$ cat src/rtl/dly_read_retry_pkg.sv
// Package: shared types for the delayed read retry tracker.
// Assumes: nothing beyond IEEE 1800-2017.
package dly_read_retry_pkg;

    // Tracker control states
    typedef enum logic [1:0] {
        ST_IDLE = 2'd0,   // no request held
        ST_ARM  = 2'd1,   // issue pulse cycle
        ST_WAIT = 2'd2    // awaiting target response / data beats
    } trk_state_e;

    // Direction of the original request
    typedef enum logic {
        DIR_DOWN = 1'b0,  // data returns toward the upstream queue
        DIR_UP   = 1'b1   // data returns toward the downstream queue
    } req_dir_e;

endpackage

$ cat src/rtl/retry_attempt_counter.sv
// Module: retry_attempt_counter
// Counts failed attempts of one delayed read. It reports when the next
// failed attempt would make the count equal to or above the limit.
// Assumes: clr and inc are never both high; the limit is stable during a request.
module retry_attempt_counter #(
    parameter int CNT_W = 33
) (
    input  logic             clk,
    input  logic             rst_n,
    input  logic             clr,
    input  logic             inc,
    input  logic [CNT_W-1:0] limit,
    output logic [CNT_W-1:0] count,
    output logic             at_limit_next
);
    localparam int EXT_W = CNT_W + 1;

    logic [EXT_W-1:0] count_plus;

    // Compare count+1 in a wider word so the largest limit never wraps.
    always_comb begin
        count_plus    = {1'b0, count} + EXT_W'(1);
        at_limit_next = count_plus >= {1'b0, limit};
    end

    // Attempt register: cleared on reset or load, bumped per failed attempt.
    always_ff @(posedge clk) begin
        if (!rst_n || clr) count <= '0;
        else if (inc)      count <= count_plus[CNT_W-1:0];
    end

    // the counter never wraps
    p_no_overflow_r4: assert property (@(posedge clk) disable iff (!rst_n)
        inc |-> (count != {CNT_W{1'b1}}));

    // a load leaves the counter at zero
    p_clear_on_load_r2: assert property (@(posedge clk) disable iff (!rst_n)
        clr |=> (count == '0));
endmodule

$ cat src/rtl/read_data_steer.sv
// Module: read_data_steer
// Sends each accepted DWORD to the read data queue that faces the port
// opposite to the one that made the request. No storage.
// Assumes: beat is high only for a valid target data handshake.
module read_data_steer #(
    parameter int DATA_W = 32
) (
    input  logic              beat,
    input  logic              dir,
    input  logic [DATA_W-1:0] data,
    output logic              up_wr_en,
    output logic [DATA_W-1:0] up_wr_data,
    output logic              dn_wr_en,
    output logic [DATA_W-1:0] dn_wr_data
);
    import dly_read_retry_pkg::*;

    // Route the strobe by request direction; data fans out to both queues.
    always_comb begin
        up_wr_en   = beat && (dir == DIR_DOWN);
        dn_wr_en   = beat && (dir == DIR_UP);
        up_wr_data = data;
        dn_wr_data = data;
    end

    // never both queues in one cycle
    always_comb begin
        a_one_queue_r8: assert (!(up_wr_en && dn_wr_en));
    end
endmodule

$ cat src/rtl/dly_read_retry_tracker.sv
// Module: dly_read_retry_tracker (top)
// Holds one delayed read, re-issues it on retry, escalates to a sticky
// error at the attempt limit, and steers returned DWORDs one per clock.
// Assumes: the configuration is stable while a request is held; req_len 0 acts as 1.
module dly_read_retry_tracker #(
    parameter int DATA_W = 32,
    parameter int LEN_W  = 8,
    parameter int CNT_W  = 33
) (
    input  logic              clk,
    input  logic              rst_n,
    input  logic              req_valid,
    output logic              req_ready,
    input  logic              req_dir,
    input  logic [LEN_W-1:0]  req_len,
    output logic              tgt_issue,
    input  logic              tgt_devsel,
    input  logic              tgt_trdy,
    input  logic              tgt_retry,
    input  logic [DATA_W-1:0] tgt_data,
    output logic              up_wr_en,
    output logic [DATA_W-1:0] up_wr_data,
    output logic              dn_wr_en,
    output logic [DATA_W-1:0] dn_wr_data,
    input  logic [CNT_W-1:0]  cfg_retry_limit,
    input  logic              cfg_serr_en,
    input  logic              err_clr,
    output logic              err_flag,
    output logic              serr_out
);
    import dly_read_retry_pkg::*;

    trk_state_e       state_q, state_d;
    logic             dir_q;
    logic [LEN_W-1:0] remain_q;
    logic             load, retry_evt, beat, last_beat, limit_hit, at_limit_next;
    logic [CNT_W-1:0] attempt_cnt;

    // Decode the events of the current cycle from state and target inputs.
    always_comb begin
        req_ready = (state_q == ST_IDLE);
        tgt_issue = (state_q == ST_ARM);
        load      = req_valid && req_ready;
        retry_evt = (state_q == ST_WAIT) && tgt_retry;
        beat      = (state_q == ST_WAIT) && !tgt_retry && tgt_devsel && tgt_trdy;
        last_beat = beat && (remain_q <= LEN_W'(1));
        limit_hit = retry_evt && at_limit_next;
    end

    // Next-state selection.
    always_comb begin
        state_d = state_q;
        unique case (state_q)
            ST_IDLE: if (load) state_d = ST_ARM;
            ST_ARM:  state_d = ST_WAIT;
            ST_WAIT: begin
                if (retry_evt)      state_d = limit_hit ? ST_IDLE : ST_ARM;
                else if (last_beat) state_d = ST_IDLE;
            end
            default: state_d = ST_IDLE;
        endcase
    end

    // State register.
    always_ff @(posedge clk) begin
        if (!rst_n) state_q <= ST_IDLE;
        else        state_q <= state_d;
    end

    // Captured request direction and remaining beat count.
    always_ff @(posedge clk) begin
        if (!rst_n) begin
            dir_q    <= 1'b0;
            remain_q <= '0;
        end else if (load) begin
            dir_q    <= req_dir;
            remain_q <= req_len;
        end else if (beat) begin
            remain_q <= remain_q - LEN_W'(1);
        end
    end

    // Sticky error flag: set at the limit wins over a write-1 clear.
    always_ff @(posedge clk) begin
        if (!rst_n)         err_flag <= 1'b0;
        else if (limit_hit) err_flag <= 1'b1;
        else if (err_clr)   err_flag <= 1'b0;
    end

    // Gate the system error output with its enable.
    always_comb serr_out = err_flag && cfg_serr_en;

    retry_attempt_counter #(.CNT_W(CNT_W)) u_cnt (
        .clk           (clk),
        .rst_n         (rst_n),
        .clr           (load),
        .inc           (retry_evt),
        .limit         (cfg_retry_limit),
        .count         (attempt_cnt),
        .at_limit_next (at_limit_next)
    );

    read_data_steer #(.DATA_W(DATA_W)) u_steer (
        .beat       (beat),
        .dir        (dir_q),
        .data       (tgt_data),
        .up_wr_en   (up_wr_en),
        .up_wr_data (up_wr_data),
        .dn_wr_en   (dn_wr_en),
        .dn_wr_data (dn_wr_data)
    );

    // a non-final retry re-arms on the next cycle
    p_reissue_r3: assert property (@(posedge clk) disable iff (!rst_n)
        (tgt_retry && !req_ready && !tgt_issue && !limit_hit) |=> tgt_issue);

    // the issue pulse lasts one cycle
    p_issue_pulse_r3: assert property (@(posedge clk) disable iff (!rst_n)
        tgt_issue |=> !tgt_issue);

    // the flag holds unless cleared
    p_err_sticky_r6: assert property (@(posedge clk) disable iff (!rst_n)
        (err_flag && !err_clr) |=> err_flag);

    // no system error without its enable
    p_serr_gate_r5: assert property (@(posedge clk) disable iff (!rst_n)
        !cfg_serr_en |-> !serr_out);

    // a queue write needs both device select and target ready
    p_wr_handshake_r7: assert property (@(posedge clk) disable iff (!rst_n)
        (up_wr_en || dn_wr_en) |-> (tgt_devsel && tgt_trdy && !tgt_retry));

    // reaching the limit frees the tracker
    p_limit_release_r4: assert property (@(posedge clk) disable iff (!rst_n)
        limit_hit |=> (req_ready && err_flag));
endmodule

$ cat config.mk
export PLATFORM = sky130hd
export DESIGN_NAME = dly_read_retry_tracker
export DESIGN_NICKNAME = d
export VERILOG_FILES = /design/src/rtl/dly_read_retry_pkg.sv /design/src/rtl/retry_attempt_counter.sv /design/src/rtl/read_data_steer.sv /design/src/rtl/dly_read_retry_tracker.sv
export SDC_FILE = /design/constraint.sdc
export NUM_CORES = 1
export LEC_CHECK = 0
export ABC_AREA = 1
export BUFFER_PORTS_ARGS = -buffer_cell sky130_fd_sc_hd__buf_2
export CORE_AREA = 4 4 115 117
export CTS_CLUSTER_DIAMETER = 200
export DETAILED_ROUTE_END_ITERATION = 6
export DIE_AREA = 0 0 119 121
export GPL_ROUTABILITY_DRIVEN = 0
export SYNTH_ARGS = -nofsm -noshare
export SYNTH_HDL_FRONTEND = slang
export SYNTH_SLANG_ARGS = --single-unit
$ cat constraint.sdc
create_clock -name clk -period 6.2 [get_ports clk]
set_input_delay 0.93 -clock clk [delete_from_list [all_inputs] [get_ports clk]]
set_output_delay 0.93 -clock clk [all_outputs]
set_load 0.02 [all_outputs]
After elaboration in Yosys (flattened, before gate mapping)
Index checks and enable logic that the tools add are counted.
{"block": "op_classes", "n_addsub": 2, "multipliers": 0, "div": 0, "order_cmp": 2, "eq_ne": 4, "n_shift": 0, "mux": 9, "bitwise": 1, "reduce_logical": 17}
{"operator": "33-bit by 1-bit adder with 34-bit output (second input constant)", "count": 1}
{"operator": "34-bit by 33-bit >= comparator with 1-bit output", "count": 1}
{"operator": "8-bit two-way mux", "count": 2}
{"operator": "1-bit logical AND", "count": 10}
{"operator": "8-bit by 1-bit <= comparator with 1-bit output (second input constant)", "count": 1}
{"operator": "8-bit by 1-bit subtractor with 8-bit output (second input constant)", "count": 1}
{"operator": "2-bit two-way mux", "count": 3}
{"operator": "2-bit one-hot mux with 3 select lines", "count": 1}
{"operator": "2-bit nonzero test", "count": 2}
{"operator": "1-bit two-way mux", "count": 3}
{"operator": "3-bit != test (second input constant)", "count": 1}
{"operator": "2-bit by 1-bit equality test with 1-bit output (second input constant)", "count": 1}
{"operator": "2-bit equality test (second input constant)", "count": 1}
{"operator": "1-bit logical NOT", "count": 2}
{"operator": "2-bit logical NOT", "count": 1}
{"operator": "2-bit by 1-bit != test with 1-bit output (second input constant)", "count": 1}
{"operator": "2-bit AND reduction", "count": 1}
{"operator": "1-bit logical OR", "count": 1}
{"operator": "1-bit NOT", "count": 1}
{"block": "word_totals", "ff_bits": 45, "latch_bits": 0, "ram_bits": 0, "romBits": 0, "input_bits": 82, "wordCells": 40, "n_memories": 0}

Longest topological paths before layout
Gate-level depths: netlist of the first run.
{"block": "depth", "depth_word": 8, "depth_mapped": 23}

Hierarchy
Synthesis of the first run repeated with hierarchy kept, for this count alone.
{"block": "unflattened", "hier_cells": 683, "area_unflattened_um2": 4357.9}
{"module": "retry_attempt_counter", "instances": 1, "cells_each": 495, "area_per_inst_um2": 3103.0, "seq_area_each_um2": 660.6}
{"module": "dly_read_retry_tracker", "instances": 1, "cells_each": 120, "area_per_inst_um2": 757.0, "seq_area_each_um2": 240.2}
{"module": "read_data_steer", "instances": 1, "cells_each": 68, "area_per_inst_um2": 498.0, "seq_area_each_um2": 0.0}

Least setup slack after synthesis of the first run
OpenSTA, ideal clock, no wires.
{"block": "synth_path", "path_type": "input port to output port", "start": "input tgt_retry", "end": "output dn_wr_en", "arrival_time_ns": 1.784, "required_time_ns": 5.270, "path_slack_ns": 3.486, "path_stages": 5, "path_buffers": 0, "cell_sequence": "inv_1 > nand3_1 > nor2_1 > inv_1 > nor2_1"}
{"block": "synth_between", "elab_chain_cells": 5}
{"element": "start: declaration", "line_no": "dly_read_retry_tracker.sv:19", "text": "input logic tgt_retry,"}
{"element": "1-bit logical NOT", "line_no": "dly_read_retry_tracker.sv:45", "text": "beat = (state_q == ST_WAIT) && !tgt_retry && tgt_devsel && tgt_trdy;"}
{"element": "1-bit logical AND (3 in a row)", "line_no": "dly_read_retry_tracker.sv:45"}
{"element": "1-bit logical AND", "line_no": "read_data_steer.sv:21", "text": "dn_wr_en = beat && (dir == DIR_UP);"}
{"element": "end: declaration", "line_no": "dly_read_retry_tracker.sv:23", "text": "output logic dn_wr_en,"}
No other way between the ends.

Final worst setup path of the first run
{"block": "layout_path", "start": "register u_cnt.count[0]", "end": "register err_flag"}
{"block": "layout_between", "elab_chain_cells": 4, "word_cells_on_any_way": 5}
{"element": "start: declaration", "line_no": "retry_attempt_counter.sv:13", "text": "output logic [CNT_W-1:0] count,"}
{"element": "start signal: assignment", "line_no": "retry_attempt_counter.sv:29", "text": "else if (inc) count <= count_plus[CNT_W-1:0];"}
{"element": "33-bit by 1-bit adder with 34-bit output *", "line_no": "retry_attempt_counter.sv:22", "text": "count_plus = {1'b0, count} + EXT_W'(1);"}
{"element": "net u_cnt.count_plus[22]", "line_no": "retry_attempt_counter.sv:18", "text": "logic [EXT_W-1:0] count_plus;"}
{"element": "34-bit by 33-bit >= comparator with 1-bit output *", "line_no": "retry_attempt_counter.sv:23", "text": "at_limit_next = count_plus >= {1'b0, limit};"}
{"element": "1-bit logical AND *", "line_no": "dly_read_retry_tracker.sv:47", "text": "limit_hit = retry_evt && at_limit_next;"}
{"element": "1-bit two-way mux / 2-bit nonzero test (equally long branches)"}
{"element": "end signal: assignment", "line_no": "dly_read_retry_tracker.sv:85", "text": "if (!rst_n) err_flag <= 1'b0;"}
{"element": "end signal: assignment", "line_no": "dly_read_retry_tracker.sv:86", "text": "else if (limit_hit) err_flag <= 1'b1;"}
{"element": "end signal: assignment", "line_no": "dly_read_retry_tracker.sv:87", "text": "else if (err_clr) err_flag <= 1'b0;"}
{"element": "end: declaration", "line_no": "dly_read_retry_tracker.sv:28", "text": "output logic err_flag,"}
Mark *: on every way through the listed nets, which the timed path passes. The rest lies on a longest branch.
A chain may end at the register's enable or synchronous reset.

==> impl_metrics.prom, run 1 <==
# TYPE chip_impl_metric gauge
chip_impl_info{name="setup_repair_after_global_routing_missed_its_margin",value="false"} 1
chip_impl_metric{name="final_max_slew_viol_count",unit=""} 0
chip_impl_metric{name="crit_arrival",unit="ps"} 3200
chip_impl_metric{name="clk_transition_reported_paths",unit="ps"} 60
chip_impl_metric{name="antenna_violating_nets_post_route",unit=""} 0
chip_impl_info{name="clock_tree_from_tritoncts",value="yes"} 1
chip_impl_metric{name="p_per_area",unit="nW/um^2"} 179
chip_impl_metric{name="dr_total_vias",unit=""} 3529
chip_impl_metric{name="finished_core_util",unit="%"} 34.9
chip_impl_metric{name="register_bit_count_reported_by_yosys",unit=""} 45
chip_impl_metric{name="starting_density_of_the_core",unit="%"} 33.9
chip_impl_info{name="critPathCaptureType",value="flip-flop"} 1
chip_impl_metric{name="area_delta_synth_final",unit="%"} 2.74
chip_impl_metric{name="ys.warnings.count",unit=""} 0
chip_impl_metric{name="final_net_count",unit=""} 740
chip_impl_info{name="outcome",value="finished, final reports clean"} 1
chip_impl_metric{name="number_of_global_route_vias_before_repair",unit=""} 3431
chip_impl_metric{name="static-leakage-power",unit="nW"} 2.20
chip_impl_metric{name="grt_max_degree",unit=""} 40
chip_impl_metric{name="grt_util_all_layers",unit="%"} 13.1
chip_impl_metric{name="antenna_cells_inserted",unit=""} 0
chip_impl_metric{name="multiInputGateArea",unit="um^2"} 2310
chip_impl_metric{name="met2RoutedLength",unit="mm"} 4.02
chip_impl_metric{name="dieArea",unit="um^2"} 14400
chip_impl_metric{name="crit_fanout",unit=""} 4
chip_impl_metric{name="drt-met1-wl",unit="mm"} 4.57
chip_impl_metric{name="max-clock-path-buffers",unit=""} 2
chip_impl_metric{name="total_gr_overflow",unit=""} 0
chip_impl_info{name="cts_root_buf",value="sky130_fd_sc_hd__clkbuf_16"} 1
chip_impl_metric{name="postSynthAreaPerCell",unit="um^2"} 6.63
chip_impl_metric{name="peakVddDrop",unit="mV"} 0.100
chip_impl_info{name="worst_setup_path_startpoint",value="u_cnt.count[0]"} 1
chip_impl_metric{name="route.detailed.drc",unit=""} 0
chip_impl_metric{name="wl_per_cell",unit="um"} 11.5
chip_impl_metric{name="grt_first_pass_wirelength",unit="mm"} 15.8
chip_impl_info{name="critical_path.endpoint",value="err_flag"} 1
chip_impl_metric{name="htreeDepth",unit=""} 2
chip_impl_metric{name="synth.lib_cells_used.distinct",unit=""} 37
chip_impl_metric{name="final-setup-viol-count",unit=""} 0
chip_impl_metric{name="fp.coreArea",unit="um^2"} 12400
chip_impl_info{name="worst_path_class_setup",value="reg -> reg"} 1
chip_impl_info{name="crit_path_start_kind",value="flip-flop"} 1
chip_impl_metric{name="hpwl",unit="mm"} 7.51
chip_impl_metric{name="syn-cell-area",unit="um^2"} 4200
chip_impl_metric{name="slew_headroom",unit="%"} 29.9
chip_impl_metric{name="placement_rows",unit=""} 41
chip_impl_metric{name="final.fill_count",unit=""} 1390
chip_impl_metric{name="firstDrtPassIters",unit=""} 4
chip_impl_metric{name="via_per_inst",unit=""} 4.44
chip_impl_metric{name="ctsHoldBuffers",unit=""} 0
chip_impl_metric{name="timing.fmax",unit="MHz"} 335
chip_impl_metric{name="post_cts_resized",unit=""} 0
chip_impl_metric{name="cts_buffers",unit=""} 5
chip_impl_metric{name="fin_setup_tns",unit="ps"} 0
chip_impl_info{name="maxUsedRoutingLayer",value="met4"} 1
chip_impl_metric{name="timing_hold_violations_final",unit=""} 0
chip_impl_metric{name="clkLatencyLatePin",unit="ps"} 290
chip_impl_info{name="timing.rr.end",value="err_flag"} 1
chip_impl_metric{name="regToRegSetupSlack",unit="ps"} 3210
chip_impl_metric{name="place_worst_setup_slack",unit="ps"} 2950
chip_impl_metric{name="worst_slew_pin_slew",unit="ps"} 1050
chip_impl_metric{name="post_route_cells_drive_above_1_share",unit="%"} 14.1
chip_impl_metric{name="final_period_minus_worst_setup_slack",unit="ps"} 2990
chip_impl_metric{name="io_buffers",unit=""} 55
chip_impl_metric{name="die_x",unit="um"} 119
chip_impl_metric{name="wl_met3",unit="um"} 316
chip_impl_metric{name="seqCellArea",unit="um^2"} 901
chip_impl_metric{name="detail_route.wirelength",unit="mm"} 9.15
chip_impl_metric{name="drt_iter0_markers",unit=""} 185
chip_impl_metric{name="clock-sinks",unit=""} 45
chip_impl_metric{name="synth_fp_nets",unit=""} 751
chip_impl_info{name="min_delay_path_class",value="reg -> reg"} 1
chip_impl_metric{name="synth_seq_area_share",unit="%"} 21.5
chip_impl_metric{name="max_cap_check_violation_count",unit=""} 0
chip_impl_metric{name="r2r_cells",unit=""} 20
chip_impl_metric{name="postSynthCellCount",unit=""} 633
chip_impl_metric{name="io_pins",unit=""} 152
chip_impl_info{name="worstReg2RegStart",value="u_cnt.count[0]"} 1
chip_impl_metric{name="initial_antenna_violation_count",unit=""} 0
chip_impl_metric{name="post_cts.repair.setup_buffers",unit=""} 0
chip_impl_metric{name="chipHeight",unit="um"} 121
chip_impl_metric{name="final.setup.worst_slack",unit="ps"} 3210
chip_impl_metric{name="timing.final.crit_share",unit="%"} 48.2
chip_impl_metric{name="finalClockSkew",unit="ps"} 9.20
chip_impl_metric{name="worst-endpoint-required",unit="ps"} 6410
state kept, by name, summed over array words and instances, names as in the netlist:
name and count:
u_cnt.count 33, remain_q 8, state_q 2, dir_q 1, err_flag 1
routing by layer:
metal	vias up	global-route usage [%]
met5	-	0
met4	0	4.85
met3	39	1.45
met2	66	21.1
met1	1502	17.9
li1	1922	-
logic make-up after synthesis:
family                   count (synthesis)  share of synthesized area, %
AND/OR/NAND/NOR                        220                          24.3
flip-flops                              45                          21.5
XOR/XNOR                                30                          6.26
buffers and inverters                  197                          23.4
AO/OA/AOI/OAI                          105                          13.7
adder cells (fa/ha/maj)                 36                          10.7
cell usage after synthesis (all sizes together):
cell type | count | area (um^2)
a211oi | 6 | 45.0
a21o | 1 | 7.51
a21oi | 48 | 248
a31oi | 1 | 6.26
and3 | 1 | 6.26
buf | 67 | 495
clkbuf | 7 | 26.3
dfxtp | 45 | 901
ha | 36 | 450
inv | 123 | 462
nand2 | 94 | 360
nand3 | 17 | 90.1
nand3b | 1 | 7.51
nand4 | 14 | 93.8
nor2 | 73 | 332
nor3 | 13 | 85.1
nor4 | 5 | 31.3
o2111ai | 1 | 8.76
o211ai | 3 | 22.5
o21ai | 41 | 209
o21bai | 2 | 15.0
o31ai | 2 | 15.0
or2 | 1 | 8.76
or3 | 1 | 6.26
xnor2 | 2 | 17.5
xor2 | 28 | 245
power breakdown:
part / leakage, nW / internal, mW / switching, mW
Clock: 0.0706 / 0.148 / 0.109
Sequential: 0.366 / 0.311 / 0.0211
Combinational: 1.77 / 0.0683 / 0.115
Total: 2.20 / 0.528 / 0.244
through the flow:
| step | power [mW] | cells | hold WS [ps] | cell area, um^2 |
|---|---|---|---|---|
| after global placement | 0.521 | 787 | 469 | 4170 |
| after floorplan | 0.529 | 633 | 444 | 4200 |
| after global routing | 0.826 | 795 | 505 | 4310 |
| final | 0.772 | 795 | 477 | 4310 |
| after CTS | 0.783 | 795 | 479 | 4310 |
| after detailed placement | 0.523 | 787 | 468 | 4170 |
layout by cell type (no fill, tap or decap), drive strengths merged, types with 2 or more instances in the layout:
cell,n
nand3,17
dfxtp,45
nor4,5
ha,36
xnor2,2
buf,56
inv,123
nand4,14
clkinv,2
nor3,13
a211oi,6
o31ai,2
o21ai,41
nand2,94
o21bai,2
clkbuf,6
o211ai,3
a21oi,48
xor2,28
nor2,73
worst max-delay path, stage by stage (launching register included):
cell and delay (ps):
sky130_fd_sc_hd__dfxtp_1 390, sky130_fd_sc_hd__ha_1 210, sky130_fd_sc_hd__nand2_1 110, sky130_fd_sc_hd__nor2_4 140, sky130_fd_sc_hd__nand4_1 100, sky130_fd_sc_hd__or2_4 260, sky130_fd_sc_hd__nor2_1 110, sky130_fd_sc_hd__nand2_1 80
sky130_fd_sc_hd__xor2_1 220, sky130_fd_sc_hd__inv_1 80, sky130_fd_sc_hd__ha_1 270, sky130_fd_sc_hd__nand4_1 100, sky130_fd_sc_hd__nor2_1 240, sky130_fd_sc_hd__nand3_1 110, sky130_fd_sc_hd__nand2_1 70, sky130_fd_sc_hd__nand2_1 50
sky130_fd_sc_hd__nand3_1 70, sky130_fd_sc_hd__nor2_2 40, sky130_fd_sc_hd__nand2_1 50, sky130_fd_sc_hd__nand2_1 50, sky130_fd_sc_hd__a21oi_1 150
area by class of cell:
class,instances,share of cell area [%]
clock inverters,2,0.232
well taps,172,4.99
clock buffers,6,2.99
multi-input cells,391,53.6
inverters,123,10.7
flip-flops and latches,45,20.9
repair buffers,56,6.56
worst min-delay path by stage:
stage | end | from | slack [ps] | cells after the start
6_report | dir_q | dir_q | 480 | 2
5_1_grt | dir_q | dir_q | 510 | 2
4_1_cts | dir_q | dir_q | 480 | 2
3_5_place_dp | dir_q | dir_q | 470 | 2
3_3_place_gp | dir_q | dir_q | 470 | 2
2_1_floorplan | dir_q | dir_q | 440 | 2
Power figures use the tool's default switching activity.
==> run 2: changes to the inputs <==
Clock period 6.2 ns to 3 ns, I/O delays scaled along.
==> impl_metrics.prom, run 2 (same netlist as run 1, synthesis figures left out) <==
# TYPE chip_impl_metric gauge
chip_impl_info{name="outcome",value="finished, final reports clean"} 1
chip_impl_metric{name="wl_per_cell",unit="um"} 11.9
chip_impl_metric{name="regToRegSetupSlack",unit="ps"} 260
chip_impl_metric{name="hpwl",unit="mm"} 7.78
chip_impl_metric{name="antenna_cells_inserted",unit=""} 0
chip_impl_metric{name="dieArea",unit="um^2"} 14400
chip_impl_metric{name="io_pins",unit=""} 152
chip_impl_metric{name="finalClockSkew",unit="ps"} 5.70
chip_impl_metric{name="clk_transition_reported_paths",unit="ps"} 70
chip_impl_info{name="clock_tree_from_tritoncts",value="yes"} 1
chip_impl_info{name="worst_path_class_setup",value="reg -> reg"} 1
chip_impl_info{name="setup_repair_after_global_routing_missed_its_margin",value="false"} 1
chip_impl_metric{name="clock-sinks",unit=""} 45
chip_impl_metric{name="seqCellArea",unit="um^2"} 916
chip_impl_metric{name="hold_ws",unit="ps"} 437
chip_impl_metric{name="grt_util_all_layers",unit="%"} 13.4
chip_impl_metric{name="htreeDepth",unit=""} 2
chip_impl_metric{name="antenna_violating_nets_post_route",unit=""} 0
chip_impl_metric{name="post_route_cells_drive_above_1_share",unit="%"} 19.4
chip_impl_metric{name="worst-endpoint-required",unit="ps"} 3220
chip_impl_info{name="worst_setup_path_startpoint",value="u_cnt.count[0]"} 1
chip_impl_info{name="timing.rr.end",value="err_flag"} 1
chip_impl_info{name="cts_root_buf",value="sky130_fd_sc_hd__clkbuf_16"} 1
chip_impl_metric{name="final_max_slew_viol_count",unit=""} 0
chip_impl_metric{name="final.fill_count",unit=""} 1378
chip_impl_metric{name="route.detailed.drc",unit=""} 0
chip_impl_metric{name="max-clock-path-buffers",unit=""} 2
chip_impl_info{name="min_delay_path_class",value="in -> reg"} 1
chip_impl_info{name="regs_by_ff_count",value="u_cnt.count (33), remain_q (8), state_q (2)"} 1
chip_impl_metric{name="fp.coreArea",unit="um^2"} 12400
chip_impl_metric{name="number_of_global_route_vias_before_repair",unit=""} 3531
chip_impl_metric{name="detail_route.wirelength",unit="mm"} 9.57
chip_impl_metric{name="chipHeight",unit="um"} 121
chip_impl_metric{name="crit_fanout",unit=""} 4
chip_impl_info{name="critical_path.endpoint",value="err_flag"} 1
chip_impl_info{name="worstReg2RegStart",value="u_cnt.count[0]"} 1
chip_impl_info{name="crit_path_start_kind",value="flip-flop"} 1
chip_impl_info{name="regMostFlops",value="u_cnt.count"} 1
chip_impl_metric{name="p_per_area",unit="nW/um^2"} 371
chip_impl_info{name="layout.cells.most_common_list",value="sky130_fd_sc_hd__inv_1, sky130_fd_sc_hd__nand2_1, sky130_fd_sc_hd__nor2_1"} 1
chip_impl_metric{name="static-leakage-power",unit="nW"} 2.33
chip_impl_metric{name="ctsHoldBuffers",unit=""} 0
chip_impl_metric{name="firstDrtPassIters",unit=""} 4
chip_impl_metric{name="via_per_inst",unit=""} 4.49
chip_impl_metric{name="max_cap_check_violation_count",unit=""} 0
chip_impl_metric{name="worst_slew_pin_slew",unit="ps"} 629
chip_impl_metric{name="fin_setup_tns",unit="ps"} 0
chip_impl_metric{name="multiInputGateArea",unit="um^2"} 2390
chip_impl_metric{name="starting_density_of_the_core",unit="%"} 33.9
chip_impl_metric{name="timing.final.crit_share",unit="%"} 91.3
chip_impl_metric{name="area_delta_synth_final",unit="%"} 7.66
chip_impl_metric{name="crit_arrival",unit="ps"} 2960
chip_impl_metric{name="peakVddDrop",unit="mV"} 0.226
chip_impl_metric{name="die_x",unit="um"} 119
chip_impl_metric{name="final_net_count",unit=""} 752
chip_impl_metric{name="drt_iter0_markers",unit=""} 188
chip_impl_metric{name="slew_headroom",unit="%"} 58.0
chip_impl_metric{name="total_gr_overflow",unit=""} 0
chip_impl_metric{name="cts_buffers",unit=""} 5
chip_impl_metric{name="placement_rows",unit=""} 41
chip_impl_metric{name="dr_total_vias",unit=""} 3627
chip_impl_metric{name="timing.fmax",unit="MHz"} 365
chip_impl_metric{name="grt_first_pass_wirelength",unit="mm"} 16.1
chip_impl_metric{name="timing_hold_violations_final",unit=""} 0
chip_impl_metric{name="largest_reg_flops",unit=""} 33
chip_impl_metric{name="clkLatencyLatePin",unit="ps"} 280
chip_impl_metric{name="grt_max_degree",unit=""} 28
chip_impl_metric{name="io_buffers",unit=""} 55
chip_impl_info{name="critPathCaptureType",value="flip-flop"} 1
chip_impl_info{name="final_common_cell",value="sky130_fd_sc_hd__inv_1"} 1
chip_impl_metric{name="final-setup-viol-count",unit=""} 0
chip_impl_metric{name="final_period_minus_worst_setup_slack",unit="ps"} 2740
chip_impl_metric{name="r2r_cells",unit=""} 22
chip_impl_metric{name="initial_antenna_violation_count",unit=""} 0
-- run 2: cell types whose count changed in the layout (fill, tap and decap cells not counted), sizes merged --
cell / before / now
buf: 56 / 68
clkbuf: 6 / 7
clkinv: 2 / 1
-- run 2: worst min-delay path by stage --
stage | start | endpoint | slack, ps | cells past startpoint
4_1_cts | err_clr | err_flag | 420 | 4
3_5_place_dp | dir_q | dir_q | 470 | 2
2_1_floorplan | dir_q | dir_q | 440 | 2
6_report | err_clr | err_flag | 440 | 4
3_3_place_gp | dir_q | dir_q | 470 | 2
5_1_grt | err_clr | err_flag | 440 | 4
-- run 2: cell type report --
type | instances | share of cell area [%]
well taps | 172 | 4.76
clock inverters | 1 | 0.111
clock buffers | 7 | 3.38
repair buffers | 68 | 8.25
multi-input cells | 391 | 53.0
inverters | 123 | 10.2
flip-flops and latches | 45 | 20.3
-- run 2: routing by layer --
metal	vias to the layer above	GRT usage, %	part of all wire (%)
li1	1946	-	-
met1	1552	18.5	49
met2	93	21.3	44
met3	36	1.59	4.6
met4	0	5.29	2.5
met5	-	0	0
-- run 2: what timing repair did --
action,CTS,global route
endpoints found under the setup margin,0,2
buffers inserted,0,3
resized for setup,0,28
-- run 2: power breakdown --
| group | internal [mW] | total [mW] | switching [mW] |
|---|---|---|---|
| Sequential | 0.643 | 0.686 | 0.0431 |
| Combinational | 0.152 | 0.400 | 0.248 |
| Clock | 0.353 | 0.589 | 0.236 |
| Total | 1.15 | 1.68 | 0.527 |
-- run 2: per-stage QoR --
step | cells | util [%] | power, mW | cell area (um^2) | setup slack (ps)
floorplan | 633 | - | 1.09 | 4200 | 421
global route | 807 | 36.5 | 1.78 | 4520 | 9.58
finish | 807 | 36.5 | 1.68 | 4520 | 262
global placement | 796 | 34.3 | 1.10 | 4240 | 199
CTS | 804 | 35.6 | 1.69 | 4400 | 128
detailed placement | 796 | 34.3 | 1.09 | 4240 | 132
-- run 2: critical path, stage by stage, from the launching register on --
cell                      delay [ps]
sky130_fd_sc_hd__dfxtp_4         370
sky130_fd_sc_hd__ha_4            140
sky130_fd_sc_hd__nand2_2          80
sky130_fd_sc_hd__nor2_4          160
sky130_fd_sc_hd__inv_1            80
sky130_fd_sc_hd__nor2_2          160
sky130_fd_sc_hd__and3_1          170
sky130_fd_sc_hd__nand4_1         110
sky130_fd_sc_hd__xor2_1          240
sky130_fd_sc_hd__inv_1            70
sky130_fd_sc_hd__ha_1            270
sky130_fd_sc_hd__nand2_1          70
sky130_fd_sc_hd__nor2_2          120
sky130_fd_sc_hd__nand2_1          60
sky130_fd_sc_hd__nor2_1           80
sky130_fd_sc_hd__nand3_1          80
sky130_fd_sc_hd__nand2_1          60
sky130_fd_sc_hd__nand2_1          40
sky130_fd_sc_hd__nand3_1          70
sky130_fd_sc_hd__nor2_2           40
sky130_fd_sc_hd__nand2_1          50
sky130_fd_sc_hd__nand2_1          50
sky130_fd_sc_hd__a21oi_2         100
==> run 3: changes to the inputs <==
Settings changed: CORE_AREA 4 4 115 117 to 2 2 113 115, DIE_AREA 0 0 119 121 to 0 0 115 117, SKIP_CTS_REPAIR_TIMING set to 1.
==> impl_metrics.prom, run 3 (same netlist as run 1, synthesis figures left out) <==
# TYPE chip_impl_metric gauge
chip_impl_metric{name="power.switching_fraction",unit="%"} 31.7
chip_impl_metric{name="worst-endpoint-required",unit="ps"} 3220
chip_impl_metric{name="dr_total_vias",unit=""} 3629
chip_impl_metric{name="hpwl",unit="mm"} 7.62
chip_impl_metric{name="clock_power_share",unit="%"} 33.9
chip_impl_info{name="worstReg2RegStart",value="u_cnt.count[0]"} 1
chip_impl_metric{name="timing.final.crit_share",unit="%"} 91.6
chip_impl_metric{name="placement_rows",unit=""} 41
chip_impl_metric{name="total_gr_overflow",unit=""} 0
chip_impl_info{name="worst_path_class_setup",value="reg -> reg"} 1
chip_impl_metric{name="post_route_cells_drive_above_1_share",unit="%"} 17.3
chip_impl_metric{name="crit_fanout",unit=""} 4
chip_impl_metric{name="chipHeight",unit="um"} 117
chip_impl_metric{name="finalClockSkew",unit="ps"} 7.38
chip_impl_metric{name="via_per_inst",unit=""} 4.65
chip_impl_metric{name="cell_internal_pwr",unit="mW"} 1.12
chip_impl_metric{name="area_delta_synth_final",unit="%"} 5.99
chip_impl_info{name="min_delay_path_class",value="in -> reg"} 1
chip_impl_info{name="final_common_cell",value="sky130_fd_sc_hd__inv_1"} 1
chip_impl_metric{name="io_pins",unit=""} 152
chip_impl_metric{name="htreeDepth",unit=""} 2
chip_impl_metric{name="number_of_global_route_vias_before_repair",unit=""} 3404
chip_impl_metric{name="initial_antenna_violation_count",unit=""} 0
chip_impl_metric{name="grt_util_all_layers",unit="%"} 14.6
chip_impl_metric{name="route.detailed.drc",unit=""} 0
chip_impl_metric{name="final_net_count",unit=""} 749
chip_impl_metric{name="place_worst_setup_slack",unit="ps"} 154
chip_impl_metric{name="placedInstanceArea",unit="um^2"} 4200
chip_impl_info{name="timing.rr.end",value="err_flag"} 1
chip_impl_metric{name="fin_setup_tns",unit="ps"} 0
chip_impl_metric{name="fin_total_pwr",unit="mW"} 1.64
chip_impl_metric{name="max-clock-path-buffers",unit=""} 2
chip_impl_metric{name="grt_first_pass_wirelength",unit="mm"} 15.8
chip_impl_info{name="holdPathEnd",value="err_flag"} 1
chip_impl_metric{name="dieArea",unit="um^2"} 13500
chip_impl_metric{name="final_period_minus_worst_setup_slack",unit="ps"} 2750
chip_impl_metric{name="wl_per_cell",unit="um"} 12.1
chip_impl_info{name="critPathCaptureType",value="flip-flop"} 1
chip_impl_metric{name="finished_core_util",unit="%"} 36.1
chip_impl_metric{name="hold_ws",unit="ps"} 422
chip_impl_metric{name="fin_cells",unit=""} 781
chip_impl_info{name="critical_path.most_common_cell",value="sky130_fd_sc_hd__nand2_1"} 1
chip_impl_metric{name="timing_hold_violations_final",unit=""} 0
chip_impl_metric{name="largest_reg_flops",unit=""} 33
chip_impl_metric{name="max_cap_check_violation_count",unit=""} 0
chip_impl_metric{name="clock-sinks",unit=""} 45
chip_impl_metric{name="cts_buffers",unit=""} 5
chip_impl_metric{name="r2r_cells",unit=""} 22
chip_impl_metric{name="timing.critical_path.slowest_cell_delay",unit="ps"} 380
chip_impl_info{name="crit_path_start_kind",value="flip-flop"} 1
chip_impl_metric{name="clkLatencyLatePin",unit="ps"} 290
chip_impl_metric{name="regToRegSetupSlack",unit="ps"} 250
chip_impl_info{name="clock_tree_from_tritoncts",value="yes"} 1
chip_impl_metric{name="peakVddDrop",unit="mV"} 0.178
chip_impl_metric{name="die_x",unit="um"} 115
chip_impl_metric{name="worst_slew_pin_slew",unit="ps"} 682
chip_impl_metric{name="comb_power_share",unit="%"} 24.2
chip_impl_info{name="path_cells",value="ha_4 -> nand2_2 -> nor2_4 -> nand4_1 -> or2_4 -> nor2_4 -> nand2_1 -> xor2_1 -> inv_1 -> ha_1 -> nand2_1 -> nor2_1 -> nand2_1 -> nor2_1 -> nand3_1 -> nand2_1 -> nand2_1 -> nand3_1 -> nor2_2 -> nand2_1 -> nand2_1 -> a21oi_1"} 1
chip_impl_metric{name="final.setup.worst_slack",unit="ps"} 251
chip_impl_metric{name="number_of_cells_on_the_worst_hold_path",unit=""} 4
chip_impl_metric{name="dp.cells",unit=""} 772
chip_impl_metric{name="detail_route.wirelength",unit="mm"} 9.49
chip_impl_metric{name="clk_transition_reported_paths",unit="ps"} 60
chip_impl_info{name="regMostFlops",value="u_cnt.count"} 1
chip_impl_metric{name="final_max_slew_viol_count",unit=""} 0
chip_impl_metric{name="antenna_cells_inserted",unit=""} 0
chip_impl_info{name="outcome",value="finished, final reports clean"} 1
chip_impl_metric{name="timing.fmax",unit="MHz"} 364
chip_impl_info{name="cts_root_buf",value="sky130_fd_sc_hd__clkbuf_16"} 1
chip_impl_metric{name="slew_headroom",unit="%"} 54.5
chip_impl_metric{name="grt_max_degree",unit=""} 28
chip_impl_metric{name="p_per_area",unit="nW/um^2"} 369
chip_impl_metric{name="switchingPower",unit="mW"} 0.521
chip_impl_metric{name="share_seq_of_total_power",unit="%"} 41.9
chip_impl_metric{name="finalInstanceArea",unit="um^2"} 4450
chip_impl_info{name="timing.critical_path.slowest_stage_cell",value="sky130_fd_sc_hd__dfxtp_4"} 1
chip_impl_info{name="hp-start",value="err_clr"} 1
chip_impl_info{name="layout.cells.most_common_list",value="sky130_fd_sc_hd__inv_1, sky130_fd_sc_hd__nand2_1, sky130_fd_sc_hd__nor2_1"} 1
chip_impl_metric{name="fp.coreArea",unit="um^2"} 12300
chip_impl_metric{name="io_buffers",unit=""} 55
chip_impl_metric{name="static-leakage-power",unit="nW"} 2.28
chip_impl_metric{name="antenna_violating_nets_post_route",unit=""} 0
chip_impl_metric{name="firstDrtPassIters",unit=""} 5
chip_impl_metric{name="final-setup-viol-count",unit=""} 0
chip_impl_metric{name="starting_density_of_the_core",unit="%"} 34.1
chip_impl_metric{name="drt_iter0_markers",unit=""} 145
chip_impl_metric{name="crit_arrival",unit="ps"} 2970
chip_impl_info{name="regs_by_ff_count",value="u_cnt.count (33), remain_q (8), state_q (2)"} 1
## run 3: cell types whose count changed in the layout (fill, tap and decap cells not counted), sizes merged
cell	before	now
clkinv	1	0
buf	68	65
## run 3: worst max-delay path, delay by kind of cell (launching register included)
| family | cells | cell delay, ps |
|---|---|---|
| DFF | 1 | 380 |
| adders and majority gates | 2 | 420 |
| and+or+nand+nor | 17 | 1470 |
| buffers and inverters | 1 | 70 |
| xor gates and xnor gates | 1 | 210 |
| AOI/OAI and AO/OA | 1 | 110 |
## run 3: worst max path at each step
| stage | start | to | depth (start not counted) |
|---|---|---|---|
| 2_1_floorplan | u_cnt.count[0] | err_flag | 22 |
| 3_3_place_gp | u_cnt.count[0] | err_flag | 20 |
| 3_5_place_dp | u_cnt.count[0] | err_flag | 20 |
| 4_1_cts | u_cnt.count[0] | err_flag | 20 |
| 5_1_grt | u_cnt.count[16] | state_q[0] | 14 |
| 6_report | u_cnt.count[0] | err_flag | 22 |
## run 3: power by group through the flow
| stage | logic, mW | clock network [mW] | registers, mW |
|---|---|---|---|
| 6_report | 0.397 | 0.558 | 0.688 |
| 5_1_grt | 0.464 | 0.594 | 0.695 |
| 2_1_floorplan | 0.403 | 0 | 0.689 |
| 3_3_place_gp | 0.391 | 0 | 0.699 |
| 4_1_cts | 0.395 | 0.578 | 0.686 |
| 3_5_place_dp | 0.393 | 0 | 0.698 |
## run 3: per-layer routing
layer  vias up  share of wire, %  track usage (%)
li1       1937                 -                -
met1      1581                49             20.3
met2        87                44             23.3
met3        24               5.4             2.01
met4         0               1.7             4.82
met5         -                 0                0
## run 3: cell type report
| type | count | area [um^2] |
|---|---|---|
| inverter | 123 | 462 |
| fill | 1367 | 7870 |
| sequential | 45 | 906 |
| multi-input combinational | 391 | 2400 |
| tap | 150 | 188 |
| timing repair buffer | 65 | 350 |
| clock buffer | 7 | 143 |
